===== config.mk =====
export PLATFORM = sky130hd
export DESIGN_NAME = adc_serial_prog
export DESIGN_NICKNAME = d
export VERILOG_FILES = /design/src/rtl/adc_prog_pkg.sv /design/src/rtl/adc_acq_edge.sv /design/src/rtl/adc_frame_tx.sv /design/src/rtl/adc_prog_seq.sv /design/src/rtl/adc_serial_prog.sv
export SDC_FILE = /design/constraint.sdc
export NUM_CORES = 1
export LEC_CHECK = 0
export CAP_MARGIN = 20
export CELL_PAD_IN_SITES_DETAIL_PLACEMENT = 1
export CELL_PAD_IN_SITES_GLOBAL_PLACEMENT = 1
export CORE_MARGIN = 2
export CORE_UTILIZATION = 38
export CTS_CLUSTER_SIZE = 14
export DETAILED_ROUTE_END_ITERATION = 6
export DONT_BUFFER_PORTS = 1
export GPL_TIMING_DRIVEN = 0
export PLACE_DENSITY = 0.76
export SLEW_MARGIN = 20
export SYNTH_ARGS = -nofsm -noshare
export SYNTH_HDL_FRONTEND = slang
export SYNTH_SLANG_ARGS = --single-unit

===== constraint.sdc =====
create_clock -name clk -period 3.2 [get_ports clk]
set_clock_uncertainty 0.1 [all_clocks]
set_input_delay 0.16 -clock clk [delete_from_list [all_inputs] [get_ports clk]]
set_output_delay 0.16 -clock clk [all_outputs]
set_load 0.05 [all_outputs]

===== src/rtl/adc_prog_pkg.sv =====
// Package: frame layout shared by the serial programmer modules.
// Assumes a write frame of one R/W bit, an address, a zero pad and data.
package adc_prog_pkg;
    localparam int ADDR_W   = 3;
    localparam int DATA_W   = 8;
    localparam int PAD_W    = 4;
    localparam int FRAME_W  = 1 + ADDR_W + PAD_W + DATA_W;
    localparam int NUM_REGS = 1 << ADDR_W;

    typedef struct packed {
        logic              rd_nwr;
        logic [ADDR_W-1:0] addr;
        logic [PAD_W-1:0]  pad;
        logic [DATA_W-1:0] data;
    } frame_t;

    // Builds a write frame with a zero pad field.
    function automatic frame_t mk_write(input logic [ADDR_W-1:0] a,
                                        input logic [DATA_W-1:0] d);
        frame_t f;
        f.rd_nwr = 1'b0;
        f.addr   = a;
        f.pad    = '0;
        f.data   = d;
        return f;
    endfunction
endpackage


===== src/rtl/adc_acq_edge.sv =====
// Module: finds the rising edge of the image-acquire input.
// Assumes acq_in is already synchronous to clk. After reset the previous
// value is taken as 0, so a level held high through reset is seen as an edge.
module adc_acq_edge (
    input  logic clk,
    input  logic rst_n,
    input  logic acq_in,
    output logic acq_rise
);
    logic acq_q;

    // Keeps the previous sample of the acquire input.
    always_ff @(posedge clk) begin
        if (!rst_n) acq_q <= 1'b0;
        else        acq_q <= acq_in;
    end

    // Flags a 0-to-1 transition.
    always_comb acq_rise = acq_in && !acq_q;
endmodule


===== src/rtl/adc_frame_tx.sv =====
// Module: shifts one frame out MSB first on a divided serial clock.
// Assumes DIV is even and at least 2, and that start is raised only while
// active is low. The clock is low for the first half of each bit and high
// for the second. Data moves to the next bit when the clock falls.
module adc_frame_tx
    import adc_prog_pkg::*;
#(
    parameter int DIV = 8
) (
    input  logic   clk,
    input  logic   rst_n,
    input  logic   start,
    input  frame_t word,
    output logic   active,
    output logic   sclk,
    output logic   sdata
);
    localparam int PH_W = (DIV > 2) ? $clog2(DIV) : 1;
    localparam int HALF = DIV / 2;
    localparam int BC_W = $clog2(FRAME_W);
    localparam logic [PH_W-1:0] PH_LAST = PH_W'(DIV - 1);
    localparam logic [PH_W-1:0] PH_HALF = PH_W'(HALF);
    localparam logic [BC_W-1:0] BIT_LAST = BC_W'(FRAME_W - 1);

    logic [FRAME_W-1:0] shreg;
    logic [BC_W-1:0]    bitcnt;
    logic [PH_W-1:0]    phase;
    logic               bit_end;

    // Marks the last system cycle of a bit period.
    always_comb bit_end = active && (phase == PH_LAST);

    // Frame-active flag: set on start, cleared after the last bit period.
    always_ff @(posedge clk) begin
        if (!rst_n)                             active <= 1'b0;
        else if (start && !active)              active <= 1'b1;
        else if (bit_end && bitcnt == BIT_LAST) active <= 1'b0;
    end

    // Phase counter within a bit period.
    always_ff @(posedge clk) begin
        if (!rst_n)               phase <= '0;
        else if (!active)         phase <= '0;
        else if (phase == PH_LAST) phase <= '0;
        else                      phase <= phase + 1'b1;
    end

    // Bit counter within a frame.
    always_ff @(posedge clk) begin
        if (!rst_n)                 bitcnt <= '0;
        else if (start && !active)  bitcnt <= '0;
        else if (bit_end)           bitcnt <= bitcnt + 1'b1;
    end

    // Shift register: loads the frame, then shifts left at each bit end.
    always_ff @(posedge clk) begin
        if (!rst_n)                shreg <= '0;
        else if (start && !active) shreg <= word;
        else if (bit_end)          shreg <= {shreg[FRAME_W-2:0], 1'b0};
    end

    // Serial clock: high in the second half of each bit period.
    always_comb sclk = active && (phase >= PH_HALF);

    // Serial data: current MSB while a frame is active.
    always_comb sdata = active && shreg[FRAME_W-1];
endmodule


===== src/rtl/adc_prog_seq.sv =====
// Module: chooses which frame to send next.
// After reset it walks every register with its default value. After that it
// takes single writes from the switches on an accepted acquire edge. An edge
// is accepted only while nothing is pending or in flight and the internal
// mode is selected.
module adc_prog_seq
    import adc_prog_pkg::*;
#(
    parameter logic [NUM_REGS*DATA_W-1:0] DEFAULTS = '0
) (
    input  logic              clk,
    input  logic              rst_n,
    input  logic              ext_mode,
    input  logic              acq_rise,
    input  logic [ADDR_W-1:0] addr_sw,
    input  logic [DATA_W-1:0] data_sw,
    input  logic              tx_active,
    output logic              start,
    output frame_t            word,
    output logic              busy
);
    localparam logic [ADDR_W-1:0] IDX_LAST = ADDR_W'(NUM_REGS - 1);

    logic              init_pend;
    logic [ADDR_W-1:0] init_idx;
    logic              one_pend;
    logic [ADDR_W-1:0] one_addr;
    logic [DATA_W-1:0] one_data;
    logic              accept;
    logic [DATA_W-1:0] def_val;

    // Busy while the burst or a single write is pending or on the wire.
    always_comb busy = init_pend || one_pend || tx_active;

    // Accepts an acquire edge only when fully idle in internal mode.
    always_comb accept = acq_rise && !busy && !ext_mode;

    // Starts a frame when work is pending and the transmitter is free.
    always_comb start = (init_pend || one_pend) && !tx_active && !ext_mode;

    // Selects the default for the current burst index.
    always_comb def_val = DEFAULTS[init_idx*DATA_W +: DATA_W];

    // Frame source: the burst has priority over a single write.
    always_comb begin
        if (init_pend) word = mk_write(init_idx, def_val);
        else           word = mk_write(one_addr, one_data);
    end

    // Power-up burst progress.
    always_ff @(posedge clk) begin
        if (!rst_n) begin
            init_pend <= 1'b1;
            init_idx  <= '0;
        end else if (start && init_pend) begin
            if (init_idx == IDX_LAST) init_pend <= 1'b0;
            init_idx <= init_idx + 1'b1;
        end
    end

    // Single-write request: latched on accept, cleared when its frame starts.
    always_ff @(posedge clk) begin
        if (!rst_n)                      one_pend <= 1'b0;
        else if (accept)                 one_pend <= 1'b1;
        else if (start && !init_pend)    one_pend <= 1'b0;
    end

    // Captures the switch values on the accepted edge.
    always_ff @(posedge clk) begin
        if (!rst_n) begin
            one_addr <= '0;
            one_data <= '0;
        end else if (accept) begin
            one_addr <= addr_sw;
            one_data <= data_sw;
        end
    end
endmodule


===== src/rtl/adc_serial_prog.sv =====
// Module: top of the converter register programmer.
// Connects the edge detector, the sequencer and the frame transmitter, and
// parks the serial lines when an outside controller owns them.
// Assumes all inputs are synchronous to clk.
module adc_serial_prog
    import adc_prog_pkg::*;
#(
    parameter int DIV = 8,
    parameter logic [NUM_REGS*DATA_W-1:0] DEFAULTS = 64'h00_00_00_20_20_20_C0_58
) (
    input  logic              clk,
    input  logic              rst_n,
    input  logic              ext_mode,
    input  logic              acq_in,
    input  logic [ADDR_W-1:0] addr_sw,
    input  logic [DATA_W-1:0] data_sw,
    output logic              ser_oe,
    output logic              ser_clk,
    output logic              ser_load,
    output logic              ser_data,
    output logic              busy
);
    logic   acq_rise;
    logic   start;
    logic   tx_active;
    logic   tx_sclk;
    logic   tx_sdata;
    frame_t word;

    adc_acq_edge u_edge (
        .clk      (clk),
        .rst_n    (rst_n),
        .acq_in   (acq_in),
        .acq_rise (acq_rise)
    );

    adc_prog_seq #(.DEFAULTS(DEFAULTS)) u_seq (
        .clk       (clk),
        .rst_n     (rst_n),
        .ext_mode  (ext_mode),
        .acq_rise  (acq_rise),
        .addr_sw   (addr_sw),
        .data_sw   (data_sw),
        .tx_active (tx_active),
        .start     (start),
        .word      (word),
        .busy      (busy)
    );

    adc_frame_tx #(.DIV(DIV)) u_tx (
        .clk    (clk),
        .rst_n  (rst_n),
        .start  (start),
        .word   (word),
        .active (tx_active),
        .sclk   (tx_sclk),
        .sdata  (tx_sdata)
    );

    // Output stage: idle levels and enable released in external mode.
    always_comb begin
        ser_oe   = !ext_mode;
        ser_clk  = !ext_mode && tx_sclk;
        ser_load = ext_mode || !tx_active;
        ser_data = !ext_mode && tx_sdata;
    end
endmodule


==> flow_metrics.env <==
export IMPL_status="completed"
export IMPL_maxCapViolCount=0
export IMPL_endpoint_kind="output port"
export IMPL_route_detailed_drc=0
export IMPL_cts_buffers=5
export IMPL_async_flop_share=0
export IMPL_syn_nets=232
export IMPL_synth_area_leaders="dfxtp_1 42%, a21oi_1 5.2%, o21ai_2 5.0%"
export IMPL_synth_cell_type_count=47
export IMPL_rsz0062_at_grt="no"
export IMPL_timing_rr_end="u_tx.shreg[5]"
export IMPL_num_antenna_cells=0
export IMPL_power_leakage_nw=0.8302
export IMPL_via_per_inst=5.518
export IMPL_worst_slew_pin_slew_ns=0.6078
export IMPL_rows=26
export IMPL_hold_path_class="in2reg"
export IMPL_route_met2_wl_mm=2.440
export IMPL_grt_total_usage=0.1989
export IMPL_slew_headroom=0.5948
export IMPL_rrSetupSlack_ns=1.36
export IMPL_routedWlPerCell_um=16.93
export IMPL_worstPathArrival_ns=1.79
export IMPL_drt_pass1_iter_count=4
export IMPL_ys_seq_area_frac=0.4227
export IMPL_vias=1661
export IMPL_synth_top_cell_area_share=0.4227
export IMPL_final_nets=253
export IMPL_ys_flop_type="dfxtp_1"
export IMPL_gp_congestion=0.7684
export IMPL_grt_max_degree=12
export IMPL_endpoint="ser_data"
export IMPL_antenna_found_initial=0
export IMPL_clockBufferDepth=2
export IMPL_drtAntennaViolNets=0
export IMPL_initial_core_util=0.3876
export IMPL_dp_slack_ns=1.366
export IMPL_finalCriticalPeriod_ns=2.045
export IMPL_wl_met1_mm=2.424
export IMPL_first_iter_violations=60
export IMPL_clock_root_buffer="clkbuf_8"
export IMPL_clk_latency_ns=0.29
export IMPL_worst_setup_path_type="reg2out"
export IMPL_irDropWorstVdd_v=0.0002884
export IMPL_cp_data_required_time_ns=2.94
export IMPL_grt_pass1_vias=1655
export IMPL_yosysTopAreaCell="dfxtp_1"
export IMPL_dpl_hpwl_mm=3.415
export IMPL_dieHeight_um=75.49
export IMPL_cp_startpoint="u_tx.active"
export IMPL_wl_met3_um=190
export IMPL_layout_setup_ws_ns=1.155
export IMPL_drt_wl_total_mm=5.095
export IMPL_synth_edff_count=0
export IMPL_powerDensity_nw_per_um2=439.5
export IMPL_core_area_um2=5010
export IMPL_cts_htree_levels=2
export IMPL_regToRegStartpoint="u_tx.phase[0]"
export IMPL_tns_ns=0
export IMPL_netlist_area_um2=1942
export IMPL_cp_max_fo=10
export IMPL_startpoint_type="register"
export IMPL_die_area_um2=5698
export IMPL_ys_ff_latch=41
export IMPL_fin_crit_sh=0.6391
export IMPL_yosysWarningCount=0
export IMPL_cts_tree="yes"
export IMPL_drive_gt1_frac=0.1515
export IMPL_io_pins=20
export IMPL_rr_worst_depth=6
export IMPL_clock_sinks=41
export IMPL_grt_pass1_wl_mm=8.404
export IMPL_postSynthAreaPerCell_um2=9.247
export IMPL_setup_violations=0
export IMPL_clk_pin_slew_ns=0.07
export IMPL_drv_slew=0
export IMPL_die_x_um=75.49
export IMPL_grt_ovfl_total=0
export IMPL_synth_cells=210
export IMPL_top_layer="met4"
export IMPL_io_buffers=0
export IMPL_syn_to_final_growth_pct=16.17
export IMPL_hold_violations=0
export IMPL_fmax_mhz=489.0
-- where the power goes --
part	internal, W	switching, W	total (W)
Sequential	0.000526	0.0000121	0.000538
Clock	0.000171	0.000170	0.000342
Combinational	0.0000471	0.0000645	0.000112
-- metrics by stage --
step	hold WS, ns	power [W]	instances	instance area [um2]	util
6_report	0.02032	0.0009916	301	2256	0.4503
5_1_grt	0.02947	0.001035	301	2256	0.4503
2_1_floorplan	0.1817	0.0006216	210	1942	-
4_1_cts	0.01605	0.001000	301	2256	0.4503
3_5_place_dp	0.1879	0.0006464	280	2029	0.4051
3_3_place_gp	0.1847	0.0006435	280	2029	0.4051
-- critical path: stages, from the launching register on --
cell,delay (ns)
dfxtp_1,0.36
buf_2,0.24
clkbuf_1,0.36
and3_1,0.55
-- final cells by class --
type	instances	area, um2
Fill cell	615	2754
Multi-Input combinational cell	148	1013
Timing Repair Buffer	14	140.1
Clock buffer	7	86.33
Inverter	5	18.77
Buffer	16	88.84
Tap cell	70	87.58
Sequential cell	41	820.8
-- what timing repair did --
item / in CTS / in global routing
hold buffers: 14 / 0
gates resized for setup: 0 / 0
setup endpoints to repair: 0 / 0
buffers inserted: 0 / 0
endpoints found under the hold margin: 17 / 0
-- metal layers --
layer / GRT usage / vias up
li1: - / 807
met1: 0.2584 / 806
met2: 0.3372 / 42
met3: 0.04101 / 6
met4: 0.05263 / 0
met5: 0 / -
-- flip-flops by register name, summed over array words and instances (netlist names) --
signal,cells
u_seq.init_pend,1
u_seq.one_addr,3
u_seq.one_pend,1
u_seq.one_data,8
u_tx.active,1
u_tx.shreg,16
u_edge.acq_q,1
u_tx.bitcnt,4
u_seq.init_idx,3
u_tx.phase,3
-- placed cells by master (no fill, tap or decap), types with 2 or more instances in the layout --
cell type | synthesis | final
dlygate4sd3_1 | 0 | 14
nor4b_2 | 2 | 2
or2_1 | 2 | 2
inv_1 | 4 | 4
a22oi_1 | 2 | 2
clkbuf_1 | 5 | 6
o21ai_2 | 11 | 11
buf_4 | 4 | 4
a221oi_1 | 6 | 6
ha_1 | 7 | 7
o21ai_1 | 2 | 2
a311oi_1 | 2 | 2
clkbuf_8 | 0 | 6
a211oi_1 | 7 | 7
or3_1 | 2 | 2
dfxtp_1 | 41 | 41
and2_1 | 2 | 2
o22ai_1 | 2 | 2
nand2_1 | 19 | 19
nor2_1 | 9 | 9
a31oi_1 | 2 | 2
and4b_1 | 2 | 2
and3_1 | 7 | 7
nand3_1 | 13 | 13
nand3b_1 | 2 | 2
nand2b_1 | 2 | 2
buf_2 | 5 | 5
a21oi_1 | 20 | 20
xnor2_1 | 2 | 2
o211ai_1 | 2 | 2
mux2i_1 | 6 | 6
-- cell usage after synthesis, types with 2 or more instances --
cell / number
dfxtp_1: 41
a21oi_1: 20
nand2_1: 19
nand3_1: 13
o21ai_2: 11
nor2_1: 9
a211oi_1: 7
and3_1: 7
ha_1: 7
a221oi_1: 6
mux2i_1: 6
buf_2: 5
clkbuf_1: 5
buf_4: 4
inv_1: 4
a22oi_1: 2
a311oi_1: 2
a31oi_1: 2
and2_1: 2
and4b_1: 2
nand2b_1: 2
nand3b_1: 2
nor4b_2: 2
o211ai_1: 2
o21ai_1: 2
o22ai_1: 2
or2_1: 2
or3_1: 2
xnor2_1: 2
-- worst min path at each step --
| stage | slack [ns] | startpoint | to | depth (start not counted) |
|---|---|---|---|---|
| final | 0.02 | rst_n | u_tx.shreg[1] | 2 |
| after floorplan | 0.18 | acq_in | u_edge.acq_q | 1 |
| after CTS | 0.02 | rst_n | u_tx.shreg[2] | 2 |
| after global routing | 0.03 | rst_n | u_tx.shreg[1] | 2 |
| after detailed placement | 0.19 | acq_in | u_edge.acq_q | 1 |
| after global placement | 0.18 | acq_in | u_edge.acq_q | 1 |
-- cells by family after synthesis --
kind of cell,share of synthesized area
XOR/XNOR,0.01353
adder cells (fa/ha/maj),0.04510
flip-flops,0.4227
AND/OR/NAND/NOR,0.2068
AO/OA/AOI/OAI,0.2139
buffers and inverters,0.05541
multiplexers,0.04253
Power figures use the tool's default switching activity.
